--- config.mk ---
export PLATFORM = sky130hd
export DESIGN_NAME = gpio_mmio_port
export DESIGN_NICKNAME = d
export VERILOG_FILES = /design/src/rtl/gpio_mmio_pkg.sv /design/src/rtl/gpio_sync.sv /design/src/rtl/gpio_line_map.sv /design/src/rtl/gpio_regs.sv /design/src/rtl/gpio_mmio_port.sv
export SDC_FILE = /design/constraint.sdc
export NUM_CORES = 1
export LEC_CHECK = 0
export ABC_AREA = 0
export ABC_CLOCK_PERIOD_IN_PS = 2650
export BUFFER_PORTS_ARGS = -buffer_cell sky130_fd_sc_hd__buf_2
export CAP_MARGIN = 10
export CELL_PAD_IN_SITES_DETAIL_PLACEMENT = 1
export CELL_PAD_IN_SITES_GLOBAL_PLACEMENT = 2
export CORE_MARGIN = 3
export CORE_UTILIZATION = 35
export DETAILED_ROUTE_END_ITERATION = 8
export PLACE_DENSITY = 0.89
export RECOVER_POWER = 50
export SLEW_MARGIN = 20
export SYNTH_ARGS = -nofsm -noshare
export SYNTH_HDL_FRONTEND = slang
export SYNTH_HIERARCHICAL = 1
export SYNTH_SLANG_ARGS = --single-unit
export TNS_END_PERCENT = 20
--- constraint.sdc ---
create_clock -name clk -period 2.65 [get_ports clk]
set_input_delay 0.3975 -clock clk [delete_from_list [all_inputs] [get_ports clk]]
set_output_delay 0.3975 -clock clk [all_outputs]
set_load 0.1 [all_outputs]
--- src/rtl/gpio_mmio_pkg.sv ---
package gpio_mmio_pkg;

  // Word offsets of the register file.
  typedef enum logic [2:0] {
    OFF_DATA   = 3'd0,
    OFF_SET    = 3'd1,
    OFF_CLR    = 3'd2,
    OFF_DIROUT = 3'd3,
    OFF_DIRIN  = 3'd4
  } reg_off_e;

  // Register bit position used by a line, with or without mirroring.
  function automatic int unsigned line_bit(int unsigned line, int unsigned reg_w, bit mirror);
    return mirror ? (reg_w - 1 - line) : line;
  endfunction

  // Line index served by a register bit (inverse of line_bit).
  function automatic int unsigned bit_line(int unsigned bitpos, int unsigned reg_w, bit mirror);
    return mirror ? (reg_w - 1 - bitpos) : bitpos;
  endfunction

endpackage

--- src/rtl/gpio_sync.sv ---
module gpio_sync #(
  parameter int unsigned W      = 8,
  parameter int unsigned STAGES = 2
) (
  input  logic         clk,
  input  logic         rst_n,
  input  logic [W-1:0] d,
  output logic [W-1:0] q
);

  logic [W-1:0] stg [STAGES];

  always_ff @(posedge clk) begin
    if (!rst_n) begin
      for (int i = 0; i < int'(STAGES); i++) stg[i] <= '0;
    end else begin
      stg[0] <= d;
      for (int i = 1; i < int'(STAGES); i++) stg[i] <= stg[i-1];
    end
  end

  assign q = stg[STAGES-1];

endmodule

--- src/rtl/gpio_line_map.sv ---
module gpio_line_map
  import gpio_mmio_pkg::*;
#(
  parameter int unsigned REG_W  = 32,
  parameter int unsigned LINES  = REG_W,
  parameter bit          MIRROR = 1'b0
) (
  input  logic [REG_W-1:0] reg_in,
  output logic [LINES-1:0] lines_out,
  input  logic [LINES-1:0] lines_in,
  output logic [REG_W-1:0] reg_out
);

  // Register word to line vector (write path).
  for (genvar n = 0; n < int'(LINES); n++) begin : g_to_lines
    localparam int unsigned BP = line_bit(n, REG_W, MIRROR);
    assign lines_out[n] = reg_in[BP];
  end

  // Line vector to register word (read path); bits without a line read 0.
  for (genvar b = 0; b < int'(REG_W); b++) begin : g_to_reg
    localparam int unsigned LN = bit_line(b, REG_W, MIRROR);
    if (LN < LINES) begin : g_used
      assign reg_out[b] = lines_in[LN];
    end else begin : g_empty
      assign reg_out[b] = 1'b0;
    end
  end

endmodule

--- src/rtl/gpio_regs.sv ---
module gpio_regs #(
  parameter int unsigned LINES = 32
) (
  input  logic             clk,
  input  logic             rst_n,
  input  logic             wr_set,
  input  logic             wr_clr,
  input  logic             wr_dirout,
  input  logic             wr_dirin,
  input  logic [LINES-1:0] wr_lines,
  output logic [LINES-1:0] out_q,
  output logic [LINES-1:0] dir_q
);

  function automatic logic [LINES-1:0] raise(logic [LINES-1:0] cur, logic [LINES-1:0] m);
    return cur | m;
  endfunction

  function automatic logic [LINES-1:0] lower(logic [LINES-1:0] cur, logic [LINES-1:0] m);
    return cur & ~m;
  endfunction

  always_ff @(posedge clk) begin
    if (!rst_n) begin
      out_q <= '0;
      dir_q <= '0;
    end else begin
      if (wr_set)      out_q <= raise(out_q, wr_lines);
      else if (wr_clr) out_q <= lower(out_q, wr_lines);
      if (wr_dirout)     dir_q <= wr_lines;
      else if (wr_dirin) dir_q <= ~wr_lines;
    end
  end

endmodule

--- src/rtl/gpio_mmio_port.sv ---
module gpio_mmio_port
  import gpio_mmio_pkg::*;
#(
  parameter int unsigned REG_W       = 32,
  parameter int unsigned LINES       = REG_W,
  parameter bit          MIRROR      = 1'b0,
  parameter int unsigned SYNC_STAGES = 2,
  parameter int unsigned ADDR_W      = 3
) (
  input  logic              clk,
  input  logic              rst_n,
  input  logic              wr_en,
  input  logic              rd_en,
  input  logic [ADDR_W-1:0] addr,
  input  logic [REG_W-1:0]  wr_data,
  output logic [REG_W-1:0]  rd_data,
  input  logic [LINES-1:0]  pad_in,
  output logic [LINES-1:0]  pad_oe,
  output logic [LINES-1:0]  pad_out
);

  // Named internal events, used by the bound checker.
  logic             wr_set_ev, wr_clr_ev, wr_dirout_ev, wr_dirin_ev;
  logic [LINES-1:0] wr_lines;
  logic [LINES-1:0] rd_lines;
  logic [LINES-1:0] pin_sync;
  logic [LINES-1:0] out_q, dir_q;
  logic [REG_W-1:0] rd_word;
  logic [REG_W-1:0] rd_q;

  assign wr_set_ev    = wr_en && (addr == ADDR_W'(OFF_SET));
  assign wr_clr_ev    = wr_en && (addr == ADDR_W'(OFF_CLR));
  assign wr_dirout_ev = wr_en && (addr == ADDR_W'(OFF_DIROUT));
  assign wr_dirin_ev  = wr_en && (addr == ADDR_W'(OFF_DIRIN));

  gpio_line_map #(.REG_W(REG_W), .LINES(LINES), .MIRROR(MIRROR)) u_map (
    .reg_in    (wr_data),
    .lines_out (wr_lines),
    .lines_in  (rd_lines),
    .reg_out   (rd_word)
  );

  gpio_sync #(.W(LINES), .STAGES(SYNC_STAGES)) u_sync (
    .clk   (clk),
    .rst_n (rst_n),
    .d     (pad_in),
    .q     (pin_sync)
  );

  gpio_regs #(.LINES(LINES)) u_regs (
    .clk       (clk),
    .rst_n     (rst_n),
    .wr_set    (wr_set_ev),
    .wr_clr    (wr_clr_ev),
    .wr_dirout (wr_dirout_ev),
    .wr_dirin  (wr_dirin_ev),
    .wr_lines  (wr_lines),
    .out_q     (out_q),
    .dir_q     (dir_q)
  );

  // Read selection in line order; mapping to bit order happens in u_map.
  always_comb begin
    case (addr)
      ADDR_W'(OFF_DATA):   rd_lines = pin_sync;
      ADDR_W'(OFF_SET):    rd_lines = out_q;
      ADDR_W'(OFF_DIROUT): rd_lines = dir_q;
      ADDR_W'(OFF_DIRIN):  rd_lines = ~dir_q;
      default:             rd_lines = '0;
    endcase
  end

  always_ff @(posedge clk) begin
    if (!rst_n)     rd_q <= '0;
    else if (rd_en) rd_q <= rd_word;
  end

  assign rd_data = rd_q;
  assign pad_oe  = dir_q;
  assign pad_out = out_q;

endmodule

## After elaboration in Yosys (flattened, before gate mapping)

Memory sizes are Yosys's and may differ from the RTL's.
Index checks and enable logic that the tools add are counted.
Widths: inputs -> output; s select.

| cells by class | value |
|---|---|
| multiplexer cells | 9 |
| eq/ne operators | 4 |
| bitwise logic cells | 6 |
| reductions and logical operators | 7 |

Operators with widths:

| cell | count |
|---|---|
| $mux 32 | 6 |
| $pmux 32 s4 | 1 |
| $not 32->32 | 2 |
| $and 32x32->32 | 1 |
| $or 32x32->32 | 1 |
| $eq 3x2->1 const B | 2 |
| $logic_and 1x1->1 | 4 |
| $reduce_bool 2->1 | 2 |
| $eq 3x1->1 const B | 1 |
| $eq 3x3->1 const B | 1 |
| $logic_not 3->1 | 1 |
| $mux 1 | 2 |
| $or 1x1->1 | 2 |

| word-level totals | value |
|---|---|
| input port bits | 71 |
| output and inout port bits | 96 |
| flip-flop bits (word level) | 96 |
| word-level logic and storage cells | 30 |
| memories | 1 |
| memory bits (writable) | 64 |

Memory list:

| name | depth | width | read ports | clocked after Yosys merged registers in | wr ports | RTL line | RTL |
|---|---|---|---|---|---|---|---|
| u_sync.stg | 2 | 32 | 2 | 0 | 2 | gpio_sync.sv:11 | `logic [W-1:0] stg [STAGES];` |

## Depth between registers and ports, before layout

| logic depth | value |
|---|---|
| depth after elaboration | 4 |
| gate-level depth with buffers | 8 |
| gate-level depth less buffers | 4 |

## Modules after synthesis

Netlist, hierarchy kept.

By module, submodules not included:

| module | instances | area an instance (um^2) | cells an instance |
|---|---|---|---|
| gpio_regs | 1 | 3070.4 | 319 |
| gpio_mmio_port | 1 | 2610.0 | 264 |
| gpio_sync | 1 | 2031.9 | 166 |
| gpio_line_map | 1 | 480.5 | 64 |

## Least setup slack after synthesis

OpenSTA, ideal clock, no wires.

| path | value |
|---|---|
| path type | input to register |
| start point | in addr[1] |
| end point | reg with a tool-made name |
| required time | 2574 ps |
| stages on the path | 7 |
| arrival time | 1887 ps |
| library setup time | 76 ps |
| path buffers | 4 |
| slack | 687 ps |
| cells stage by stage | buf_4 > buf_4 > buf_4 > nor4bb_1 > clkbuf_1 > nand2_1 > a21boi_0 |

RTL lines:

| item | RTL line | RTL |
|---|---|---|
| start, declared | gpio_mmio_port.sv:14 | `input logic [ADDR_W-1:0] addr,` |

## Worst setup path after layout

| path | value |
|---|---|
| start point | reg rd_q[9], in the netlist rd_data[9] |
| end point | out rd_data[9] |

RTL lines:

| item | RTL line | RTL |
|---|---|---|
| start, declared | gpio_mmio_port.sv:29 | `logic [REG_W-1:0] rd_q;` |
| start signal, assigned | gpio_mmio_port.sv:75 | `else if (rd_en) rd_q <= rd_word;` |
| end, declared | gpio_mmio_port.sv:16 | `output logic [REG_W-1:0] rd_data,` |

No word-level cell between the ends.

==> flow_summary.rst <==
.. list-table::
   :header-rows: 1

   * - Metric
     - Value
   * - Status
     - completed
   * - Final TNS setup
     - 0 ns
   * - Post-layout instance count excluding filler cells
     - 1179
   * - Final critical delay including setup and external delays
     - 2.04 ns
   * - Critical Path Stages
     - 1
   * - Max VDD drop
     - 339 µV
   * - Total wire length after detailed routing
     - 21.2 mm
   * - Height of the die
     - 159 µm
   * - Wire length of the first global-routing pass
     - about 34 mm
   * - Number of filler cells placed in the layout
     - 2654
   * - Clock sink count
     - 160
   * - Max Transition Viols Final
     - 0
   * - Share of synthesized flip-flops with an asynchronous set or reset
     - 0
   * - Power Density
     - approximately 640 nW/µm²
   * - Worst hold path class
     - input pin to flop
   * - Area delta synth->final
     - 10.8%
   * - Number of instances in the synthesized netlist
     - 813
   * - Maximum clock frequency
     - ~490 MHz
   * - Residual DRC
     - 0
   * - Most instantiated flip-flop cell in the synthesis netlist
     - sky130_fd_sc_hd__dfxtp_1
   * - Number of antenna cells inserted
     - 0
   * - Number of global-route vias before repair
     - 5842
   * - Critical path peak fanout
     - 2
   * - Tightest Pin Transition
     - 1.19 ns
   * - Remaining global-route overflow
     - 0
   * - Cell variety after synth
     - 27
   * - Share of the clock period used by the worst path
     - 0.772
   * - Number of buffer and inverter instances along the worst setup path
     - 1
   * - Number of H-tree branching levels
     - 4
   * - Post-synthesis average cell area
     - 10.1 µm²
   * - Register-to-register path setup slack
     - 1.40 ns
   * - Post-CTS setup buffers
     - 0
   * - Vias per std cell
     - slightly below 5
   * - Post-route antenna net violation count
     - 0
   * - Setup repair after global routing missed its margin
     - false
   * - Num ports
     - 167
   * - Required time worst endpoint
     - 2.25 ns
   * - Total setup violations reported at the end of the flow
     - 0
   * - Data arrival at the endpoint of the critical path
     - approximately 1.7 ns
   * - Number of hold violations in the final report
     - 0
   * - Number of rows created at floorplan
     - 55
   * - Buffer type at the clock tree root
     - sky130_fd_sc_hd__clkbuf_16
   * - Total die area
     - approximately 25000 µm²
   * - Final std cell area, no fill
     - just over 9000 µm²
   * - Starting utilization of the core area
     - 0.359
   * - Type of origin of the critical path
     - flop
   * - 1st-iter DRT viols
     - 225
   * - DR vias
     - approximately 5800
   * - Maximum number of pins on one net before global-route repair
     - 59
   * - Count of hold buffers inserted by post-cts repair
     - 0
   * - Stage delay of the slowest cell on the critical path
     - 0.87 ns
   * - Number of maximum-capacitance violations
     - 0
   * - Number of enable flip-flop cells after synthesis
     - 0
   * - Total of cells resized after clock tree synthesis
     - 0
   * - Port Buffers
     - 166
   * - Number of clock buffers inserted by TritonCTS
     - 17
   * - TritonCTS clock tree
     - yes
   * - Antenna violations before repair
     - 1
   * - Most frequent cell after synthesis
     - sky130_fd_sc_hd__dfxtp_1
   * - NumNets Final
     - 924
   * - Start point of the critical path
     - rd_data[9]$_SDFFE_PN0P_
   * - Die span in x
     - 159 µm
   * - Most area-consuming cells after synthesis
     - sky130_fd_sc_hd__dfxtp_1, sky130_fd_sc_hd__buf_4, sky130_fd_sc_hd__mux2i_1
   * - Static leakage
     - roughly 3.7 nW
   * - Average detailed-routed wire length per instance
     - 18.0 µm
   * - Clock skew after layout
     - 0.00754 ns
   * - Synthesis warning total
     - 6
   * - Clk_lat worst skew
     - approximately 0.42 ns
   * - Master of the slowest instance on the critical path
     - sky130_fd_sc_hd__clkbuf_1
   * - End point of the critical path
     - rd_data[9]
   * - Floorplan Core Area
     - around 23000 µm²
   * - Placed Instances
     - between 1000 and 1500
   * - Area share of the leading cell type in the synthesized netlist
     - 0.391
   * - Router iterations before antenna repair
     - 4
   * - Number of nets produced by synthesis
     - approximately 900
   * - Terminus of the critical flop-to-flop path
     - rd_data[12]$_SDFFE_PN0P_
   * - Critical Path End Type
     - output pin
   * - Critical-path cell list
     - clkbuf_1
   * - Detailed-placement wirelength estimate
     - 14.8 mm
   * - Worst reg-to-reg path cell count
     - 4
   * - Largest delay contributor family on the critical path
     - buffers and inverters
   * - Top cell types by occurrence after synthesis
     - sky130_fd_sc_hd__dfxtp_1, sky130_fd_sc_hd__buf_4, sky130_fd_sc_hd__and2_2, sky130_fd_sc_hd__mux2i_1, sky130_fd_sc_hd__or4b_1
   * - Reg-to-reg critical path startpoint
     - u_sync/stg[0][44]$_SDFF_PN0_
   * - Flop and latch count out of synthesis
     - 160
   * - Setup CP Type
     - flop to output pin
   * - RD Place Congestion
     - 0.790
   * - Cell taking the most area after synthesis
     - sky130_fd_sc_hd__dfxtp_1
   * - Final core utilization
     - 0.397
   * - Number of buffers on the longest clock path
     - 2
   * - Register area share after synthesis
     - 0.391
   * - Instance area after placement
     - 8570 µm²
   * - Cell area after technology mapping
     - 8190 µm²
   * - Max-slew headroom
     - 0.213
   * - Aggregate global-route resource usage
     - 0.168
   * - Clock transition at the registers of the reported paths
     - 0.07 ns
   * - Share of layout cells above drive strength 1
     - 0.343
[power breakdown]
| part | internal (mW) | switching, mW | total (mW) |
|---|---|---|---|
| clock network | 1.28 | 1.14 | 2.42 |
| registers | 2.49 | 0.0498 | 2.54 |
| logic | 0.242 | 0.582 | 0.824 |
| total | 4.02 | 1.77 | 5.78 |
[logic make-up after synthesis]
kind of cell           synth area share
and+or+nand+nor                   0.264
buffers and inverters             0.135
DFF                               0.391
AOI/OAI and AO/OA                 0.132
muxes                            0.0782
[final cells by class]
type / instances / area (µm²) / area share
multi-input cells: 486 / 3910 / 0.431
flip-flops and latches: 160 / 3200 / 0.353
repair buffers: 188 / 993 / 0.109
clock buffers: 18 / 439 / 0.0484
well taps: 313 / 392 / 0.0431
clock inverters: 14 / 140 / 0.0154
[routing by layer]
layer	track usage	vias up	routed length [µm]
met4	0.0422	2	257
met2	0.254	123	9220
met5	0	-	7
met1	0.239	2801	10800
met3	0.0432	18	896
li1	-	2854	-
[layout by cell type (no fill, tap or decap), types with 22 or more instances in the layout]
| cell type | netlist | layout |
|---|---|---|
| sky130_fd_sc_hd__or4b_1 | 64 | 64 |
| sky130_fd_sc_hd__o31a_1 | 30 | 30 |
| sky130_fd_sc_hd__and2_2 | 64 | 63 |
| sky130_fd_sc_hd__nor3b_1 | 60 | 60 |
| sky130_fd_sc_hd__nand2_1 | 32 | 32 |
| sky130_fd_sc_hd__and2_1 | 22 | 22 |
| sky130_fd_sc_hd__a21bo_2 | 32 | 32 |
| sky130_fd_sc_hd__dfxtp_1 | 160 | 160 |
| sky130_fd_sc_hd__a21boi_0 | 32 | 32 |
| sky130_fd_sc_hd__buf_2 | 27 | 149 |
| sky130_fd_sc_hd__mux2i_1 | 64 | 64 |
| sky130_fd_sc_hd__nor2b_1 | 32 | 32 |
| sky130_fd_sc_hd__o211ai_1 | 31 | 32 |
[worst min path at each step]
stage	from	endpoint	slack (ns)	depth (start not counted)
after floorplan	u_sync/stg[0][30]$_SDFF_PN0_	u_sync/stg[0][62]$_SDFF_PN0_	0.42	1
after global placement	u_sync/stg[0][30]$_SDFF_PN0_	u_sync/stg[0][62]$_SDFF_PN0_	0.43	1
after detailed placement	u_sync/stg[0][13]$_SDFF_PN0_	u_sync/stg[0][45]$_SDFF_PN0_	0.43	1
after CTS	pad_in[12]	u_sync/stg[0][12]$_SDFF_PN0_	0.16	2
after global routing	pad_in[12]	u_sync/stg[0][12]$_SDFF_PN0_	0.16	2
final	pad_in[12]	u_sync/stg[0][12]$_SDFF_PN0_	0.19	2
[worst reg2reg max path, stage by stage, from the launching register on]
cell,delay [ns]
sky130_fd_sc_hd__dfxtp_1,0.37
sky130_fd_sc_hd__or4b_1,0.47
sky130_fd_sc_hd__o211ai_1,0.14
sky130_fd_sc_hd__mux2i_1,0.11
sky130_fd_sc_hd__nor2b_1,0.12
[per-stage QoR]
| step | worst slack (ns) | total power [mW] | hold slack [ns] |
|---|---|---|---|
| after detailed placement | 0.612 | 3.44 | 0.433 |
| after floorplan | 0.687 | 3.32 | 0.420 |
| after global placement | 0.686 | 3.43 | 0.431 |
| after global routing | 0.454 | 6.04 | 0.164 |
| after CTS | 0.934 | 5.88 | 0.164 |
| final | 0.605 | 5.78 | 0.187 |
Note: power is estimated with default switching activity, not from simulation.
